<file path="config.mk">
export PLATFORM = sky130hd
export DESIGN_NAME = frame_deser
export DESIGN_NICKNAME = d
export VERILOG_FILES = /design/src/rtl/fd_pkg.sv /design/src/rtl/fd_settle.sv /design/src/rtl/fd_align.sv /design/src/rtl/fd_outstage.sv /design/src/rtl/frame_deser.sv
export SDC_FILE = /design/constraint.sdc
export NUM_CORES = 1
export LEC_CHECK = 0
export ABC_AREA = 1
export BUFFER_PORTS_ARGS = -buffer_cell sky130_fd_sc_hd__buf_2
export CORE_UTILIZATION = 35
export CTS_BUF_LIST = sky130_fd_sc_hd__clkbuf_8 sky130_fd_sc_hd__clkbuf_16
export DETAILED_ROUTE_END_ITERATION = 10
export PLACE_DENSITY_LB_ADDON = 0.12
export SYNTH_ARGS = -nofsm -noshare
export SYNTH_HDL_FRONTEND = slang
export SYNTH_SLANG_ARGS = --single-unit
export TNS_END_PERCENT = 20
</file>
<file path="constraint.sdc">
create_clock -name clk -period 3.35 [get_ports clk]
set_clock_uncertainty 0.15 [all_clocks]
set_input_delay 0.335 -clock clk [delete_from_list [all_inputs] [get_ports clk]]
set_output_delay 0.335 -clock clk [all_outputs]
set_load 0.01 [all_outputs]
</file>
<file path="src/rtl/fd_pkg.sv">
package fd_pkg;
  localparam logic START_BIT = 1'b1;
  localparam logic END_BIT   = 1'b0;

  typedef enum logic {
    AL_HUNT,
    AL_TRACK
  } align_state_e;
endpackage

</file>
<file path="src/rtl/fd_settle.sv">
module fd_settle #(
  parameter  int SETTLE_TICKS = 2048,
  localparam int CNT_W = $clog2(SETTLE_TICKS + 1)
) (
  input  logic clk,
  input  logic rst_n,
  input  logic pwr_up,
  input  logic ref_tick,
  output logic settled
);
  logic [CNT_W-1:0] tick_cnt;

  always_ff @(posedge clk or negedge rst_n) begin
    if (!rst_n) begin
      tick_cnt <= '0;
      settled  <= 1'b0;
    end else if (!pwr_up) begin
      tick_cnt <= '0;
      settled  <= 1'b0;
    end else if (ref_tick && !settled) begin
      if (tick_cnt == CNT_W'(SETTLE_TICKS - 1)) settled <= 1'b1;
      else tick_cnt <= tick_cnt + 1'b1;
    end
  end

  AST_SETTLE_ON_TICK: assert property (@(posedge clk) disable iff (!rst_n)
    $rose(settled) |-> $past(ref_tick && pwr_up));
endmodule

</file>
<file path="src/rtl/fd_align.sv">
module fd_align
  import fd_pkg::*;
#(
  parameter  int PAY_W       = 10,
  parameter  int ACQ_FRAMES  = 4,
  parameter  int LOSS_FRAMES = 2,
  localparam int FRAME       = PAY_W + 2,
  localparam int PH_W        = $clog2(FRAME)
) (
  input  logic             clk,
  input  logic             rst_n,
  input  logic             run,
  input  logic             ser_in,
  output logic [PH_W-1:0]  ph,
  output logic             frame_end,
  output logic             locked,
  output logic [PAY_W-1:0] payload
);
  localparam int ACQ_W = $clog2(ACQ_FRAMES + 1);
  localparam int ERR_W = $clog2(LOSS_FRAMES + 1);
  localparam logic [PH_W-1:0] LAST = PH_W'(FRAME - 1);

  align_state_e     state;
  logic [FRAME-2:0] sr;
  logic [FRAME-1:0] win;
  logic             good;
  logic [ACQ_W-1:0] acq_cnt;
  logic [ERR_W-1:0] err_cnt;

  // oldest bit sits at the top of the window
  assign win       = {sr, ser_in};
  assign good      = (win[FRAME-1] == START_BIT) && (win[0] == END_BIT);
  assign frame_end = (ph == LAST);
  assign locked    = (state == AL_TRACK);

  for (genvar i = 0; i < PAY_W; i++) begin : g_pay
    assign payload[i] = win[FRAME-2-i];
  end

  always_ff @(posedge clk or negedge rst_n) begin
    if (!rst_n) begin
      state   <= AL_HUNT;
      sr      <= '0;
      ph      <= LAST;
      acq_cnt <= '0;
      err_cnt <= '0;
    end else if (!run) begin
      state   <= AL_HUNT;
      sr      <= '0;
      ph      <= LAST;
      acq_cnt <= '0;
      err_cnt <= '0;
    end else begin
      sr <= win[FRAME-2:0];
      if (!frame_end) begin
        ph <= ph + 1'b1;
      end else if (state == AL_HUNT) begin
        if (good) begin
          ph <= '0;
          if (acq_cnt == ACQ_W'(ACQ_FRAMES - 1)) begin
            state   <= AL_TRACK;
            acq_cnt <= '0;
            err_cnt <= '0;
          end else begin
            acq_cnt <= acq_cnt + 1'b1;
          end
        end else begin
          acq_cnt <= '0;            // slip: re-test one bit later
        end
      end else begin
        ph <= '0;
        if (good) begin
          err_cnt <= '0;
        end else if (err_cnt == ERR_W'(LOSS_FRAMES - 1)) begin
          state   <= AL_HUNT;
          err_cnt <= '0;
          ph      <= LAST;
        end else begin
          err_cnt <= err_cnt + 1'b1;
        end
      end
    end
  end

  AST_LOCK_ON_GOOD_FRAME: assert property (@(posedge clk) disable iff (!rst_n)
    $rose(locked) |-> $past(good && frame_end));
  AST_DROP_ON_BAD_FRAME: assert property (@(posedge clk) disable iff (!rst_n)
    ($fell(locked) && $past(run)) |-> $past(frame_end && !good));
  AST_HUNT_SLIPS_ONE_BIT: assert property (@(posedge clk) disable iff (!rst_n || !run)
    (!locked && frame_end && !good) |=> frame_end);
endmodule

</file>
<file path="src/rtl/fd_outstage.sv">
module fd_outstage #(
  parameter  int PAY_W = 10,
  parameter  int FRAME = PAY_W + 2,
  localparam int PH_W  = $clog2(FRAME)
) (
  input  logic             clk,
  input  logic             rst_n,
  input  logic             locked,
  input  logic [PH_W-1:0]  ph,
  input  logic             frame_end,
  input  logic [PAY_W-1:0] payload,
  input  logic             rise_sel,
  output logic             wclk,
  output logic [PAY_W-1:0] dout,
  output logic             data_ok,
  output logic             word_valid
);
  localparam logic [PH_W-1:0] HALF = PH_W'(FRAME / 2);

  logic [PAY_W-1:0] cap;
  logic             seen_strobe;
  logic             data_ok_q;
  logic             wclk_q;
  logic             strobe_cyc;
  logic             launch_cyc;

  // wclk_q changes at the edge that closes the phase-0 and phase-HALF cycles
  assign strobe_cyc = locked && (rise_sel ? (ph == '0) : (ph == HALF));
  assign launch_cyc = locked && (rise_sel ? (ph == HALF) : (ph == '0));
  assign wclk       = wclk_q;
  assign data_ok    = data_ok_q && locked;

  always_ff @(posedge clk or negedge rst_n) begin
    if (!rst_n) begin
      wclk_q      <= 1'b0;
      cap         <= '0;
      dout        <= '0;
      seen_strobe <= 1'b0;
      data_ok_q   <= 1'b0;
      word_valid  <= 1'b0;
    end else begin
      wclk_q <= (ph < HALF);
      if (frame_end) cap <= payload;
      if (!locked) begin
        dout        <= '0;
        seen_strobe <= 1'b0;
        data_ok_q   <= 1'b0;
        word_valid  <= 1'b0;
      end else begin
        word_valid <= 1'b0;
        if (strobe_cyc) seen_strobe <= 1'b1;
        if (launch_cyc) begin
          dout <= cap;
          if (seen_strobe) begin
            data_ok_q  <= 1'b1;
            word_valid <= 1'b1;
          end
        end
      end
    end
  end

  AST_HOLD_ACROSS_STROBE: assert property (@(posedge clk) disable iff (!rst_n)
    (locked && strobe_cyc) |=> $stable(dout));
  AST_VALID_AFTER_STROBE: assert property (@(posedge clk) disable iff (!rst_n)
    $rose(data_ok_q) |-> $past(seen_strobe));
  AST_VALID_ONE_CYCLE: assert property (@(posedge clk) disable iff (!rst_n)
    word_valid |=> !word_valid);
endmodule

</file>
<file path="src/rtl/frame_deser.sv">
module frame_deser #(
  parameter int PAY_W        = 10,
  parameter int SETTLE_TICKS = 2048,
  parameter int ACQ_FRAMES   = 4,
  parameter int LOSS_FRAMES  = 2
) (
  input  logic             clk,
  input  logic             rst_n,
  input  logic             pwr_up,
  input  logic             ref_tick,
  input  logic             ser_in,
  input  logic             out_en,
  input  logic             rise_sel,
  output logic [PAY_W-1:0] word_data,
  output logic             word_valid,
  output logic             data_oe,
  output logic             word_clk,
  output logic             wclk_oe,
  output logic             lock_n,
  output logic             lock_oe
);
  localparam int FRAME = PAY_W + 2;
  localparam int PH_W  = $clog2(FRAME);

  logic             settled;
  logic             run;
  logic [PH_W-1:0]  ph;
  logic             frame_end;
  logic             locked;
  logic [PAY_W-1:0] payload;
  logic             wclk;
  logic [PAY_W-1:0] dout;
  logic             data_ok;
  logic             wv;

  assign run = pwr_up && settled;

  fd_settle #(.SETTLE_TICKS(SETTLE_TICKS)) u_settle (
    .clk(clk), .rst_n(rst_n), .pwr_up(pwr_up), .ref_tick(ref_tick), .settled(settled)
  );

  fd_align #(.PAY_W(PAY_W), .ACQ_FRAMES(ACQ_FRAMES), .LOSS_FRAMES(LOSS_FRAMES)) u_align (
    .clk(clk), .rst_n(rst_n), .run(run), .ser_in(ser_in), .ph(ph),
    .frame_end(frame_end), .locked(locked), .payload(payload)
  );

  fd_outstage #(.PAY_W(PAY_W), .FRAME(FRAME)) u_out (
    .clk(clk), .rst_n(rst_n), .locked(locked), .ph(ph), .frame_end(frame_end),
    .payload(payload), .rise_sel(rise_sel), .wclk(wclk), .dout(dout),
    .data_ok(data_ok), .word_valid(wv)
  );

  assign data_oe    = pwr_up && out_en && data_ok;
  assign word_data  = data_oe ? dout : '0;
  assign word_valid = wv && out_en;
  assign word_clk   = wclk;
  assign wclk_oe    = pwr_up && out_en;
  assign lock_n     = !locked;
  assign lock_oe    = pwr_up;
endmodule

</file>
==> impl_metrics.json <==
{
  "cts.sinks": 58,
  "n_fill_cell": 801,
  "cts_buffers": 9,
  "finalInstanceArea_um2": 3260,
  "grt_overflow": 0,
  "coreArea_um2": 7810,
  "synth_edf_count": 0,
  "floorplan.rows": 32,
  "finalSetupViolCount": 0,
  "syn_nets": 367,
  "cts_setup_buffers": 0,
  "grt_max_degree": 30,
  "ys_ff_latch": 58,
  "syn_area_um2": 2860,
  "root_buffer": "clkbuf_8",
  "drv_slew": 0,
  "io_buffer_count": 22,
  "place.gp.congestion": 0.845,
  "ys_types": 33,
  "postRouteAntennaNets": 0,
  "whs_ns": 0.104,
  "finalWirelength_um": 5800,
  "arrival_ns": 1.77,
  "async_reset_ff_share_pct": 100,
  "vias": 2250,
  "relSlewSlack_pct": 55.1,
  "cts_resized": 0,
  "antenna_found_initial": 0,
  "die_x_um": 92.4,
  "syn_to_final_growth_pct": 13.8,
  "drtIter0Drc": 104,
  "synth.avg_cell_area_um2": 8.06,
  "start_kind": "flop",
  "drt_first_pass_iters": 4,
  "syn_inst": 355,
  "grt_pass1_vias": 2289,
  "fmax_ghz": 0.443,
  "worst_pin_slew_ns": 0.673,
  "final.min_clock_period_ns": 2.26,
  "worstHoldPathType": "primary input to flop",
  "diodes": 0,
  "rsz0062_at_grt": "no",
  "status": "complete, no violations",
  "powerDensity_nw_per_um2": 436,
  "end_kind": "output port",
  "initial_utilization_pct": 36.7,
  "hold_viol_final": 0,
  "drive_above_1_share_pct": 16.3,
  "track_usage_pct": 15.9,
  "die_h_um": 92.4,
  "path_max_fanout": 10,
  "clk_pin_slew_ns": 0.07,
  "fin_crit_sh_pct": 67.3,
  "ios": 23,
  "p_leak_uw": 0.00164,
  "post-route-drc-count": 0,
  "wire_per_inst_um": 11.9,
  "ys_seq_area_share_pct": 50.8,
  "path_class": "flop to output port",
  "cts.path.max_buffers": 2,
  "required_ns": 2.86,
  "dp_hpwl_um": 4090,
  "final_nets": 394,
  "yosys_warnings": 0,
  "vdd_ir_drop_max_v": 0.000214,
  "grt_pass1_wl_um": 10600,
  "viasPerCell": 4.61,
  "cap_violations": 0,
  "synth_flop_cell": "dfrtp_1",
  "cts_tree": "done",
  "worstSkewPairLatency_ns": 0.33,
  "htreeDepth": 3,
  "die_area_um2": 8550,
  "setup_tns_ns": 0,
  "placed_area_um2": 3040
}
[through the flow]
stage          utilization [%]  cells  setup slack [ns]  total power (µW)
2_1_floorplan                -    355              1.64               747
3_3_place_gp              39.0    472              1.38               771
3_5_place_dp              39.0    472              1.33               770
4_1_cts                   41.7    488              1.04              1450
5_1_grt                   41.7    488             0.899              1480
6_report                  41.7    488              1.09              1420
[logic make-up (layout without fill, tap and decap cells)]
kind of cell    Yosys count  count (layout)  share of synthesized area [%]
xor+xnor                  1               1                          0.306
buf+inv                  65              96                           9.97
simple gates            190             190                           29.5
compound gates           36              36                           7.26
fa+ha+maj                 5               5                           2.19
flops                    58              58                           50.8
[critical path, stage by stage (launching register included)]
cell,delay [ns]
dfrtp_1,0.55
nand2_1,0.13
nor2_1,0.16
clkinv_1,0.28
nor2_1,0.18
buf_2,0.15
[cell type report]
cell class                      count  area [µm²]  share of cell area (%)
Clock buffer                       12         165                    5.07
Clock inverter                      3        38.8                    1.19
Inverter                           56         213                    6.53
Multi-Input combinational cell    232        1120                    34.5
Sequential cell                    58        1460                    44.7
Tap cell                          102         128                    3.92
Timing Repair Buffer               25         135                    4.15
[state kept, by name, summed over array words and instances, names as in the netlist]
register,cells
u_align.ph,4
u_align.sr,11
u_align.locked,1
u_out.word_valid,1
u_out.wclk,1
u_out.seen_strobe,1
u_settle.settled,1
u_align.acq_cnt,3
u_out.cap,10
u_out.data_ok_q,1
u_out.dout,10
u_align.err_cnt,2
u_settle.tick_cnt,12
[routing by layer]
layer	part of all wire (%)	global-route usage, %	vias up
li1	-	-	1152
met1	48	19.5	1051
met2	47	26.1	36
met3	3.7	5.34	11
met4	2.0	5.73	0
met5	0	0	-
[worst paths after layout]
| check | start | end | slack (ns) | depth (start not counted) |
|---|---|---|---|---|
| max in group asynchronous | rst_n | u_align.ph[0]$_DFFE_PN1P_ | 1.89 | 3 |
| max reg2reg | u_align.ph[1]$_DFFE_PN1P_ | u_align.err_cnt[1]$_DFFE_PN0P_ | 1.36 | 6 |
| min reg2reg | u_out.dout[0]$_DFFE_PN0P_ | u_out.dout[0]$_DFFE_PN0P_ | 0.33 | 2 |
| min in group asynchronous | rst_n | u_settle.tick_cnt[5]$_DFFE_PN0P_ | 0.42 | 2 |
| max | u_align.locked$_DFFE_PN0P_ | word_data[2] | 1.09 | 5 |
| min | ser_in | u_align.sr[0]$_DFF_PN0_ | 0.10 | 3 |
[layout by cell type, fill, tap and decap left out, types with 6 or more instances in the layout]
master / count
nand4_1: 10
nor2_1: 46
dfrtp_1: 55
a21oi_1: 6
clkbuf_8: 12
nand2_1: 97
inv_1: 53
nand3_1: 21
o21ai_0: 22
buf_2: 22
[timing repair]
action | CTS | global route
hold buffers | 1 | 0
endpoints found under the hold margin | 27 | 0
endpoints found under the setup margin | 0 | 0
[Yosys cell counts, types with 2 or more instances]
cell / count / share of area, %
o21ai_0: 22 / 3.8
inv_1: 52 / 6.8
buf_2: 3 / 0.52
dfrtp_1: 55 / 48
nor2_1: 46 / 6.0
nand2_1: 97 / 13
nor2_2: 3 / 0.66
buf_6: 2 / 0.79
a21oi_1: 6 / 1.0
ha_1: 5 / 2.2
nand2_2: 4 / 0.87
nand4_1: 10 / 2.2
dfstp_2: 3 / 2.8
nand3_1: 21 / 3.7
inv_2: 2 / 0.26
nand3_2: 2 / 0.70
o21ai_2: 4 / 1.2
nor2_4: 2 / 0.79
clkbuf_1: 2 / 0.26
[where the power goes]
part	internal [µW]	total (µW)	switching [µW]	leakage, µW
Sequential	705	710	5.18	0.000798
Combinational	12.6	46.9	34.3	0.000730
Clock	396	663	266	0.000110
Total	1110	1420	306	0.00164
Power figures use the tool's default switching activity.
